[src/rtl/gpio_irq_pkg.sv]
package gpio_irq_pkg;

  // Per-line strobes from the detection control to the status datapath.
  typedef struct packed {
    logic isLevel;      // line is level-sensed
    logic levelActive;  // synchronised pin is at the active level
    logic edgeHit;      // qualifying transition seen this cycle
  } lineStrobe_t;

endpackage

[src/rtl/gpio_irq_ctrl.sv]
module gpio_irq_ctrl
  import gpio_irq_pkg::*;
#(
  parameter int LINES       = 8,
  parameter int SYNC_STAGES = 2
) (
  input  logic              clk,
  input  logic              rstN,
  input  logic [LINES-1:0]  pinIn,
  input  logic [LINES-1:0]  senseLevel,
  input  logic [LINES-1:0]  polarityHigh,
  input  logic [LINES-1:0]  bothEdges,
  output lineStrobe_t       strobes [LINES]
);

  localparam int LAST = SYNC_STAGES - 1;

  logic [SYNC_STAGES-1:0][LINES-1:0] syncPipe;
  logic [LINES-1:0] syncQ;
  logic [LINES-1:0] prevQ;

  always_ff @(posedge clk or negedge rstN) begin
    if (!rstN) begin
      syncPipe <= '0;
      prevQ    <= '0;
    end else begin
      syncPipe <= {syncPipe[SYNC_STAGES-2:0], pinIn};
      prevQ    <= syncPipe[LAST];
    end
  end

  assign syncQ = syncPipe[LAST];

  for (genvar i = 0; i < LINES; i++) begin : g_line
    logic riseSeen;
    logic fallSeen;
    logic edgeQual;

    assign riseSeen = syncQ[i] & ~prevQ[i];
    assign fallSeen = ~syncQ[i] & prevQ[i];

    always_comb begin
      if (bothEdges[i])        edgeQual = riseSeen | fallSeen;
      else if (polarityHigh[i]) edgeQual = riseSeen;
      else                      edgeQual = fallSeen;
    end

    assign strobes[i].isLevel     = senseLevel[i];
    assign strobes[i].levelActive = polarityHigh[i] ? syncQ[i] : ~syncQ[i];
    assign strobes[i].edgeHit     = ~senseLevel[i] & edgeQual;

    // An edge strobe only ever comes from a real change of the synchronised pin.
    p_edge_from_change_r4: assert property (@(posedge clk) disable iff (!rstN)
      strobes[i].edgeHit |-> (syncQ[i] != prevQ[i]));

    // Both-edges mode reacts to a change in either direction.
    p_both_any_change_r6: assert property (@(posedge clk) disable iff (!rstN)
      (!senseLevel[i] && bothEdges[i] && (syncQ[i] != prevQ[i])) |-> strobes[i].edgeHit);

    // Level sensing never produces an edge strobe.
    p_level_no_edge_r2: assert property (@(posedge clk) disable iff (!rstN)
      senseLevel[i] |-> !strobes[i].edgeHit);
  end

endmodule

[src/rtl/gpio_irq_dp.sv]
module gpio_irq_dp
  import gpio_irq_pkg::*;
#(
  parameter int LINES = 8
) (
  input  logic              clk,
  input  logic              rstN,
  input  lineStrobe_t       strobes [LINES],
  input  logic [LINES-1:0]  clearPulse,
  input  logic [LINES-1:0]  lineEnable,
  output logic [LINES-1:0]  rawStatus,
  output logic [LINES-1:0]  maskedStatus,
  output logic              irqOut
);

  logic [LINES-1:0] rawQ;
  logic             irqQ;

  for (genvar i = 0; i < LINES; i++) begin : g_stat
    always_ff @(posedge clk or negedge rstN) begin
      if (!rstN)                    rawQ[i] <= 1'b0;
      else if (strobes[i].isLevel)  rawQ[i] <= strobes[i].levelActive;
      else if (strobes[i].edgeHit)  rawQ[i] <= 1'b1;
      else if (clearPulse[i])       rawQ[i] <= 1'b0;
    end

    // Latched edge status holds without a clear.
    p_edge_hold_r7: assert property (@(posedge clk) disable iff (!rstN)
      (!strobes[i].isLevel && rawQ[i] && !clearPulse[i]) |=> rawQ[i]);

    // A clear with no new edge drops latched edge status.
    p_edge_clear_r7: assert property (@(posedge clk) disable iff (!rstN)
      (!strobes[i].isLevel && !strobes[i].edgeHit && clearPulse[i]) |=> !rawQ[i]);

    // Level status follows the pin regardless of clear.
    p_level_track_r8: assert property (@(posedge clk) disable iff (!rstN)
      strobes[i].isLevel |=> (rawQ[i] == $past(strobes[i].levelActive)));

    // A new edge beats a coincident clear.
    p_set_wins_r11: assert property (@(posedge clk) disable iff (!rstN)
      (strobes[i].edgeHit && clearPulse[i]) |=> rawQ[i]);
  end

  assign maskedStatus = rawQ & lineEnable;

  always_ff @(posedge clk or negedge rstN) begin
    if (!rstN) irqQ <= 1'b0;
    else       irqQ <= |maskedStatus;
  end

  assign rawStatus = rawQ;
  assign irqOut    = irqQ;

  p_irq_rise_r10: assert property (@(posedge clk) disable iff (!rstN)
    $rose(irqOut) |-> $past(maskedStatus != '0));

  p_irq_fall_r10: assert property (@(posedge clk) disable iff (!rstN)
    $fell(irqOut) |-> $past(maskedStatus == '0));

  p_masked_sub_raw_r9: assert property (@(posedge clk) disable iff (!rstN)
    (maskedStatus & ~rawStatus) == '0);

endmodule

[src/rtl/gpio_irq_detect.sv]
module gpio_irq_detect
  import gpio_irq_pkg::*;
#(
  parameter int LINES       = 8,
  parameter int SYNC_STAGES = 2
) (
  input  logic              clk,
  input  logic              rstN,
  input  logic [LINES-1:0]  pinIn,
  input  logic [LINES-1:0]  senseLevel,
  input  logic [LINES-1:0]  polarityHigh,
  input  logic [LINES-1:0]  bothEdges,
  input  logic [LINES-1:0]  lineEnable,
  input  logic [LINES-1:0]  clearPulse,
  output logic [LINES-1:0]  rawStatus,
  output logic [LINES-1:0]  maskedStatus,
  output logic              irqOut
);

  lineStrobe_t strobes [LINES];

  gpio_irq_ctrl #(.LINES(LINES), .SYNC_STAGES(SYNC_STAGES)) u_ctrl (
    .clk          (clk),
    .rstN         (rstN),
    .pinIn        (pinIn),
    .senseLevel   (senseLevel),
    .polarityHigh (polarityHigh),
    .bothEdges    (bothEdges),
    .strobes      (strobes)
  );

  gpio_irq_dp #(.LINES(LINES)) u_dp (
    .clk          (clk),
    .rstN         (rstN),
    .strobes      (strobes),
    .clearPulse   (clearPulse),
    .lineEnable   (lineEnable),
    .rawStatus    (rawStatus),
    .maskedStatus (maskedStatus),
    .irqOut       (irqOut)
  );

endmodule

[config.mk]
export PLATFORM = sky130hd
export DESIGN_NAME = gpio_irq_detect
export DESIGN_NICKNAME = d
export VERILOG_FILES = /design/src/rtl/gpio_irq_pkg.sv /design/src/rtl/gpio_irq_ctrl.sv /design/src/rtl/gpio_irq_dp.sv /design/src/rtl/gpio_irq_detect.sv
export SDC_FILE = /design/constraint.sdc
export NUM_CORES = 1
export LEC_CHECK = 0
export ABC_AREA = 1
export BUFFER_PORTS_ARGS = -buffer_cell sky130_fd_sc_hd__buf_2
export CELL_PAD_IN_SITES_DETAIL_PLACEMENT = 1
export CELL_PAD_IN_SITES_GLOBAL_PLACEMENT = 2
export CORE_ASPECT_RATIO = 0.75
export CORE_UTILIZATION = 26
export CTS_CLUSTER_DIAMETER = 200
export DETAILED_ROUTE_END_ITERATION = 8
export PLACE_DENSITY = 0.8
export SYNTH_ARGS = -nofsm -noshare
export SYNTH_HDL_FRONTEND = slang
export SYNTH_SLANG_ARGS = --single-unit
[constraint.sdc]
create_clock -name clk -period 1.4 [get_ports clk]
set_input_delay 0 -clock clk [delete_from_list [all_inputs] [get_ports clk]]
set_output_delay 0 -clock clk [all_outputs]
set_load 0.005 [all_outputs]
* After elaboration in Yosys (flattened, before gate mapping)
Index checks and enable logic that the tools add are counted.
Operators by class: multiplexer cells 48, reductions and logical operators 9, bitwise gates (word level) 57
Operators by type and width (count):
- $mux W1 | 48
- $and A1 B1 Y1 | 24
- $not A1 Y1 | 24
- $reduce_bool A3 Y1 | 8
- $and A8 B8 Y8 | 1
- $or A1 B1 Y1 | 8
- $reduce_or A8 Y1 | 1
Word-level totals: register bits 33, output and inout bits 17, input port bits 50, logic and storage cells 126

* Logic depth before layout (Yosys ltp)
Gate-level depths: netlist of the first run.
depth in word-level cells 7, depth in mapped cells 6, depth with buffers taken out 6

* Hierarchy
Synthesis of the first run repeated with hierarchy kept, for this count alone.
Unflattened totals: cells, all modules 216, area, all modules 1762.9 µm²
Modules (own cells, without submodules):
- gpio_irq_ctrl | cells each 136, sequential area each 600.6 µm², instances 1, area an instance 1261.2 µm²
- gpio_irq_dp | cells each 80, sequential area each 225.2 µm², instances 1, area an instance 501.7 µm²

* Worst setup path after synthesis of the first run
OpenSTA, ideal clock, no wires.
path type reg-to-reg, start point register u_ctrl.syncPipe, in the netlist u_ctrl.syncQ[0], end point register u_dp.rawQ[0], in the netlist u_dp.rawStatus[0], path slack 0.441 ns, data required time 1.323 ns, clock period less this slack 0.959 ns, buffers on the path 0, library setup time 0.077 ns, cell stages (with the launch flop) 5, arrival 0.881 ns, cell sequence dfrtp_1 > ha_1 > nor2_1 > nor2_1 > a21oi_1
Between the ends: longest elaborated chain between the ends 7, elaborated cells on any way between the ends 11, classes of those cells mux (5); bitwise (5); reduce/logical (1)
Ends and longest elaborated chain:
- start: declaration | RTL line gpio_irq_ctrl.sv:18 | logic [SYNC_STAGES-1:0][LINES-1:0] syncPipe;
- start signal: assignment | RTL line gpio_irq_ctrl.sv:27 | syncPipe <= {syncPipe[SYNC_STAGES-2:0], pinIn};
- $not A1 Y1 | RTL line gpio_irq_ctrl.sv:40, gpio_irq_ctrl.sv:49
- $and A1 B1 Y1 | RTL line gpio_irq_ctrl.sv:40 | assign fallSeen = ~syncQ[i] & prevQ[i];
- $mux W1 or $or A1 B1 Y1 (tied branches) | RTL line gpio_irq_ctrl.sv:44, gpio_irq_ctrl.sv:43
- $mux W1 | RTL line gpio_irq_ctrl.sv:43 | if (bothEdges[i]) edgeQual = riseSeen | fallSeen;
- $and A1 B1 Y1 | RTL line gpio_irq_ctrl.sv:50 | assign strobes[i].edgeHit = ~senseLevel[i] & edgeQual;
- $mux W1 | RTL line gpio_irq_dp.sv:23 | else if (strobes[i].edgeHit) rawQ[i] <= 1'b1;
- $mux W1 | RTL line gpio_irq_dp.sv:22 | else if (strobes[i].isLevel) rawQ[i] <= strobes[i].levelActive;
- end signal: indexed assignment | RTL line gpio_irq_dp.sv:22
- end: declaration | RTL line gpio_irq_dp.sv:16 | logic [LINES-1:0] rawQ;
Several ways; a longest one is shown, not always the timed one. A chain may end at the register's enable or synchronous reset.

* Worst setup path in the final report of the first run
start point register u_ctrl.syncPipe, in the netlist u_ctrl.syncQ[4], end point register u_dp.rawQ[4], in the netlist u_dp.rawStatus[4]
The elaborated chain is that of the path after synthesis.

==> impl_metrics.py, run 1 <==
metrics = {
    "placed_design": {
        "placed_area_um2": 2150,
        "globalplace.congestion": 0.741,
        "portBuffers": 66,
        "place.detailed.hpwl_um": 3170,
    },
    "run_status": {
        "outcome": "finished, final reports clean",
    },
    "yosys": {
        "synth_common_cells": "72 x inv_1, 59 x nand2_1, 33 x dfrtp_1",
        "netlist_instances": 222,
        "ys.warnings.count": 0,
        "synth_top_area_cell": "dfrtp_1",
        "synth-seq-area-share": 0.484,
        "synth_edf_count": 0,
        "yosysMostFrequentCell": "inv_1",
        "ys_async_sr_fraction": 1.00,
        "syn-num-nets": 288,
        "ys.flop_type": "dfrtp_1",
        "netlist_area_um2": 1710,
        "yosysUniqueCellTypes": 8,
        "synth_top_area_share": 0.484,
        "synthTopCellsByArea": "dfrtp_1 48%, inv_1 16%, nand2_1 13%",
        "synth_area_per_cell_um2": 7.69,
        "synth_seq_cells": 33,
    },
    "global_route": {
        "grt_pass1_wl_um": 6680,
        "grt_max_degree": 34,
        "antenna_found_initial": 0,
        "grt_pass1_vias": 1617,
        "grt-ovfl-total": 0,
        "grtUsageTotal": 0.126,
    },
    "pwr": {
        "p_seq_frac": 0.452,
        "leakagePower_nw": 1.47,
        "power_switching_mw": 0.569,
        "p_int_mw": 1.78,
        "power_frac_comb": 0.159,
        "power_density_nw_per_um2": 992,
        "swShare": 0.243,
        "ir_worst_vdd_mv": 0.724,
        "power_frac_clock": 0.390,
    },
    "routing": {
        "routedWlPerCell_um": 10.1,
        "drt-initial-drc-count": 23,
        "drtAntennaViolNets": 0,
        "viasPerCell": 3.92,
        "vias": 1520,
        "dr.pass1.iters": 4,
        "route.detailed.drc": 0,
        "drt_wl_total_um": 3930,
    },
    "clock_tree": {
        "cts_tree": "done",
        "h-tree-depth": 2,
        "clockBufferDepth": 2,
        "clock-sinks": 33,
        "cts-root-buf": "clkbuf_8",
        "path_clk_slew_ps": 70,
        "post_cts_resized": 0,
        "insertion_delay_ps": 280,
        "cts_buffers": 5,
    },
    "finish": {
        "nets": 372,
        "areaGrowthSynthToFinish_pct": 38.4,
        "drive_above_1_share": 0.241,
        "final_area_um2": 2360,
        "antennaDiodeCount": 0,
    },
    "floorplanning": {
        "rows": 25,
        "die_y_um": 72.2,
        "dieArea_um2": 6900,
        "io_pins": 67,
        "fp.coreArea_um2": 6320,
        "start_util": 0.270,
        "die_w_um": 95.6,
    },
    "critical_path": {
        "critPathMaxFanout": 4,
        "critical_path_class": "reg -> reg",
        "end_kind": "flip-flop",
        "arrival_ps": 1290,
        "worstSetupStartpointType": "flip-flop",
        "required_ps": 1610,
    },
    "worst_hold_path": {
        "hp-class": "in -> reg",
    },
    "sta": {
        "worst_slew_pin_slew_ps": 417,
        "final-hold-violation-count": 0,
        "rsz0062_at_grt": "false",
        "fin_crit_sh": 0.771,
        "max_slew_margin": 0.722,
        "max_freq_mhz": 926,
        "fin_setup_tns_ps": 0,
        "clock_skew_ps": 6.41,
        "slew_viol_final": 0,
        "finalSetupViolCount": 0,
        "fin_crit_ps": 1080,
    },
    "flow_run": {
        "cap_violations": 0,
    },
}
state kept, by name, summed over array words and instances (netlist names):
name,flops
u_ctrl.prevQ,8
u_ctrl.syncPipe,8
u_ctrl.syncQ,8
u_dp.rawStatus,8
u_dp.irqOut,1
power groups by stage:
stage / registers (mW) / logic, mW / clock network [mW]
after floorplan: 1.07 / 0.167 / 0
after detailed placement: 1.08 / 0.358 / 0
after global placement: 1.08 / 0.352 / 0
after global routing: 1.07 / 0.438 / 0.978
after CTS: 1.06 / 0.385 / 0.946
final: 1.06 / 0.372 / 0.913
stage by stage:
| step | setup WS (ps) | total power, mW | cells | util | hold WS, ps |
|---|---|---|---|---|---|
| after floorplan | 441 | 1.24 | 222 | - | -296 |
| after global placement | 337 | 1.43 | 370 | 0.340 | 51.3 |
| after detailed placement | 323 | 1.44 | 370 | 0.340 | 57.4 |
| after CTS | 288 | 2.39 | 388 | 0.374 | 4.36 |
| after global routing | 216 | 2.49 | 388 | 0.374 | 21.1 |
| final | 320 | 2.34 | 388 | 0.374 | 10.7 |
critical path, cell delays in order (launching register included):
cell	delay [ps]
dfrtp_1	420
ha_1	290
nor2_1	110
nor2_1	60
a21oi_1	130
cells by family after synthesis:
group | share of synthesized area
adder cells (fa/ha/maj) | 0.117
AND/OR/NAND/NOR | 0.194
flip-flops | 0.484
buffers and inverters | 0.158
AO/OA/AOI/OAI | 0.0469
final cells by class:
cell class,count,area [um^2]
repair buffers,77,438
flip-flops and latches,33,826
multi-input cells,117,612
inverters,72,270
well taps,81,101
fillers,805,3960
clock inverters,1,30.0
clock buffers,7,86.3
routing by layer:
metal / track usage / share of wire / vias to the layer above / routed length [um]
met5: 0 / 0 / - / 0
met4: 0.0398 / 0.0097 / 0 / 38
met3: 0.0335 / 0.057 / 5 / 223
met2: 0.208 / 0.46 / 34 / 1810
met1: 0.162 / 0.47 / 684 / 1860
li1: - / - / 797 / -
cell usage in the layout (no fill, tap or decap):
cell type and count:
buf_2 66, nor2_1 16, nand2_1 59, dlygate4sd3_1 10, inv_1 72, buf_4 1, nand3_1 8, nor3_1 2
dfrtp_1 33, ha_1 16, clkbuf_1 1, a21oi_1 16, clkbuf_8 6, bufinv_16 1
path summary, 6_finish.rpt:
| kind | start | to | slack, ps | cells past startpoint |
|---|---|---|---|---|
| max | u_ctrl.syncQ[4]$_DFF_PN0_ | u_dp.rawStatus[4]$_DFFE_PN0P_ | 320 | 4 |
| min | bothEdges[5] | u_dp.rawStatus[5]$_DFFE_PN0P_ | 10 | 4 |
| max reg2reg | u_ctrl.syncQ[4]$_DFF_PN0_ | u_dp.rawStatus[4]$_DFFE_PN0P_ | 320 | 4 |
| min reg2reg | u_ctrl.syncPipe[0]$_DFF_PN0_ | u_ctrl.syncQ[0]$_DFF_PN0_ | 350 | 0 |
| max in group asynchronous | rstN | u_ctrl.syncPipe[7]$_DFF_PN0_ | 810 | 3 |
| min in group asynchronous | rstN | u_dp.rawStatus[6]$_DFFE_PN0P_ | 290 | 3 |
timing repair:
item	4_1_cts	5_1_grt
hold endpoints to repair	42	0
setup buffers	0	0
hold buffers	10	0
(Power assumes the default switching activity.)
==> run 2: changes to the inputs <==
ABC_AREA = 0   (was 1)
CORE_UTILIZATION = 28   (was 26)
clock period = 1 ns   (was 1.4 ns; I/O delays follow)
==> run 2 against run 1 <==
Against the previous run: the run now ends with setup timing left; core utilization is 8.9 points higher; die area is 15% lower; sequential share of layout area is 1.4 points lower; synthesized cell count is 37% lower; non-clock buffer count is 31 higher; highest routed layer unchanged.
==> impl_metrics.py, run 2 <==
metrics = {
    "yosys": {
        "synth_seq_cells": 33,
        "synth-seq-area-share": 0.533,
        "netlist_instances": 140,
        "yosysUniqueCellTypes": 13,
        "ys.flop_type": "dfrtp_1",
        "ys_async_sr_fraction": 1.00,
        "synth_common_cells": "33 x dfrtp_1, 32 x inv_1, 16 x ha_1",
        "netlist_area_um2": 1550,
        "synth_top_area_cell": "dfrtp_1",
        "synth_top_area_share": 0.533,
        "syn-num-nets": 206,
        "synth_area_per_cell_um2": 11.1,
        "synthTopCellsByArea": "dfrtp_1 53%, ha_1 13%, inv_1 7.7%",
        "synth_edf_count": 0,
        "yosysMostFrequentCell": "dfrtp_1",
        "ys.warnings.count": 0,
    },
    "critical_path": {
        "worstSetupStartpointType": "flip-flop",
        "end_kind": "flip-flop",
        "arrival_ps": 1710,
        "r2r_cells": 3,
        "path_buf_inv": 0,
        "crit_path_top_delay_cell": "or4_4",
        "cpLargestDelayFamily": "simple AND/OR/NAND/NOR gates",
        "cp_cell_sequence": "and2_4 > or4_4 > or4_1",
        "required_ps": 1150,
        "critical_path_class": "reg -> reg",
        "critPathMaxFanout": 2,
        "cp_slowest_stage_delay_ps": 530,
        "path_depth": 3,
    },
    "routing": {
        "vias": 1360,
        "routedWlPerCell_um": 10.9,
        "viasPerCell": 4.11,
        "drtAntennaViolNets": 0,
        "route.detailed.drc": 0,
        "dr.pass1.iters": 2,
        "drt_wl_total_um": 3620,
        "drt-initial-drc-count": 16,
    },
    "clock_tree": {
        "clockBufferDepth": 2,
        "cts-root-buf": "clkbuf_8",
        "clock-sinks": 33,
        "h-tree-depth": 2,
        "path_clk_slew_ps": 70,
        "cts_tree": "done",
        "insertion_delay_ps": 270,
        "cts_buffers": 5,
    },
    "floorplanning": {
        "die_w_um": 87.9,
        "start_util": 0.291,
        "io_pins": 67,
        "rows": 23,
        "die_y_um": 66.4,
        "fp.coreArea_um2": 5320,
        "dieArea_um2": 5840,
    },
    "global_route": {
        "grt_pass1_wl_um": 5490,
        "busiest_layer": "met2",
        "grt_pass1_vias": 1227,
        "met2_usage": 0.207,
        "grt-ovfl-total": 0,
        "grt_max_degree": 34,
        "antenna_found_initial": 0,
        "use_met1": 0.157,
        "grtUsageTotal": 0.127,
        "met3_usage": 0.0487,
    },
    "sta": {
        "max_freq_mhz": 638,
        "slew_viol_final": 0,
        "clock_skew_ps": 8.29,
        "fin_crit_ps": 1570,
        "final-hold-violation-count": 0,
        "worst_slack_ps": -566,
        "rsz0062_at_grt": "true",
        "fin_crit_sh": 1.57,
        "holdWs_ps": 84.8,
        "finalSetupViolCount": 10,
        "worst_slew_pin_slew_ps": 145,
        "max_slew_margin": 0.900,
    },
    "pwr": {
        "ir_worst_vdd_mv": 0.804,
        "power_density_nw_per_um2": 1270,
        "leakagePower_nw": 1.36,
        "power_mw": 3.12,
    },
    "worst_hold_path": {
        "hp-class": "in -> reg",
        "hold_path_depth": 3,
    },
    "finish": {
        "final_cell_mix": "64 x buf_2, 33 x dfrtp_1, 31 x inv_1, 22 x buf_4, 17 x dlygate4sd3_1",
        "drive_above_1_share": 0.418,
        "final_common_cell": "buf_2",
        "layoutNonFillerInstCount": 331,
        "nets": 321,
        "final_area_um2": 2460,
        "areaGrowthSynthToFinish_pct": 58.9,
        "antennaDiodeCount": 0,
    },
    "placed_design": {
        "globalplace.congestion": 0.671,
        "place.detailed.hpwl_um": 2730,
        "place_inst": 295,
        "portBuffers": 66,
        "placed_area_um2": 2090,
    },
    "flow_run": {
        "cap_violations": 0,
    },
    "run_status": {
        "outcome": "complete, but fails checks",
        "violations": "setup timing",
    },
}
-- run 2: cell count changes after synthesis, moves of 7 or more --
cell / change
a21oi_1: -16
o22ai_1: +8
inv_1: -40
nand2_1: -51
mux2i_1: +8
nand3_1: -8
and2_1: +7
o31a_1: +8
xor2_1: +8
nor2_1: -8
-- run 2: cells by family (layout without fill, tap and decap cells) --
group	count (synthesis)	after routing	synth area share
and+or+nand+nor	27	27	0.0864
muxes	8	8	0.0517
adders and majority gates	16	16	0.129
AOI/OAI and AO/OA	16	16	0.0775
buffers and inverters	32	148	0.0775
DFF	33	33	0.533
xor gates and xnor gates	8	8	0.0452
-- run 2: where the power goes --
part           leakage (nW)  internal [mW]  total, mW  switching [mW]
registers             0.379           1.43       1.48          0.0505
clock network        0.0450          0.482      0.943           0.461
logic                 0.931          0.424      0.698           0.274
total                  1.36           2.33       3.12           0.786
-- run 2: final cells by class --
cell class / instances / area [um^2]
fillers: 628 / 2860
flip-flops and latches: 33 / 826
repair buffers: 108 / 721
multi-input cells: 75 / 621
inverters: 32 / 120
well taps: 75 / 93.8
clock buffers: 6 / 72.6
clock inverters: 2 / 10.0
-- run 2: timing repair --
item | CTS | global route
pin swaps | 5 | 2
gates resized for setup | 4 | 7
endpoints found under the hold margin | 49 | 0
gates cloned | 0 | 0
hold buffers | 17 | 0
endpoints found under the setup margin | 9 | 11
buffers inserted | 6 | 5
-- run 2: final timing paths --
| check | from | endpoint | slack (ps) |
|---|---|---|---|
| worst max register to register | u_dp.rawStatus[7]$_DFFE_PN0P_ | u_dp.irqOut$_DFF_PN0_ | -570 |
| worst min register to register | u_ctrl.syncPipe[1]$_DFF_PN0_ | u_ctrl.syncQ[1]$_DFF_PN0_ | 340 |
| worst min-delay path | bothEdges[1] | u_dp.rawStatus[1]$_DFFE_PN0P_ | 80 |
| min in group asynchronous | rstN | u_ctrl.prevQ[1]$_DFF_PN0_ | 200 |
| worst max-delay path | u_dp.rawStatus[7]$_DFFE_PN0P_ | u_dp.irqOut$_DFF_PN0_ | -570 |
| max in group asynchronous | rstN | u_ctrl.syncPipe[1]$_DFF_PN0_ | 610 |
-- run 2: metrics by stage --
step | setup WS [ps] | util | setup TNS [ps]
floorplan | -535 | - | -1430
CTS | -564 | 0.451 | -1950
global route | -603 | 0.463 | -2600
finish | -566 | 0.463 | -1900
global placement | -555 | 0.393 | -1820
detailed placement | -599 | 0.393 | -1960
-- run 2: worst register-to-register path: stages (launching register included) --
cell and delay [ps]:
dfrtp_1 380, and2_4 140, or4_4 530, or4_1 400
-- run 2: routing by layer --
metal  vias to the layer above  wire [um]
li1                        673          -
met1                       644       1570
met2                        41       1750
met3                         2        291
met4                         0          8
met5                         -          0
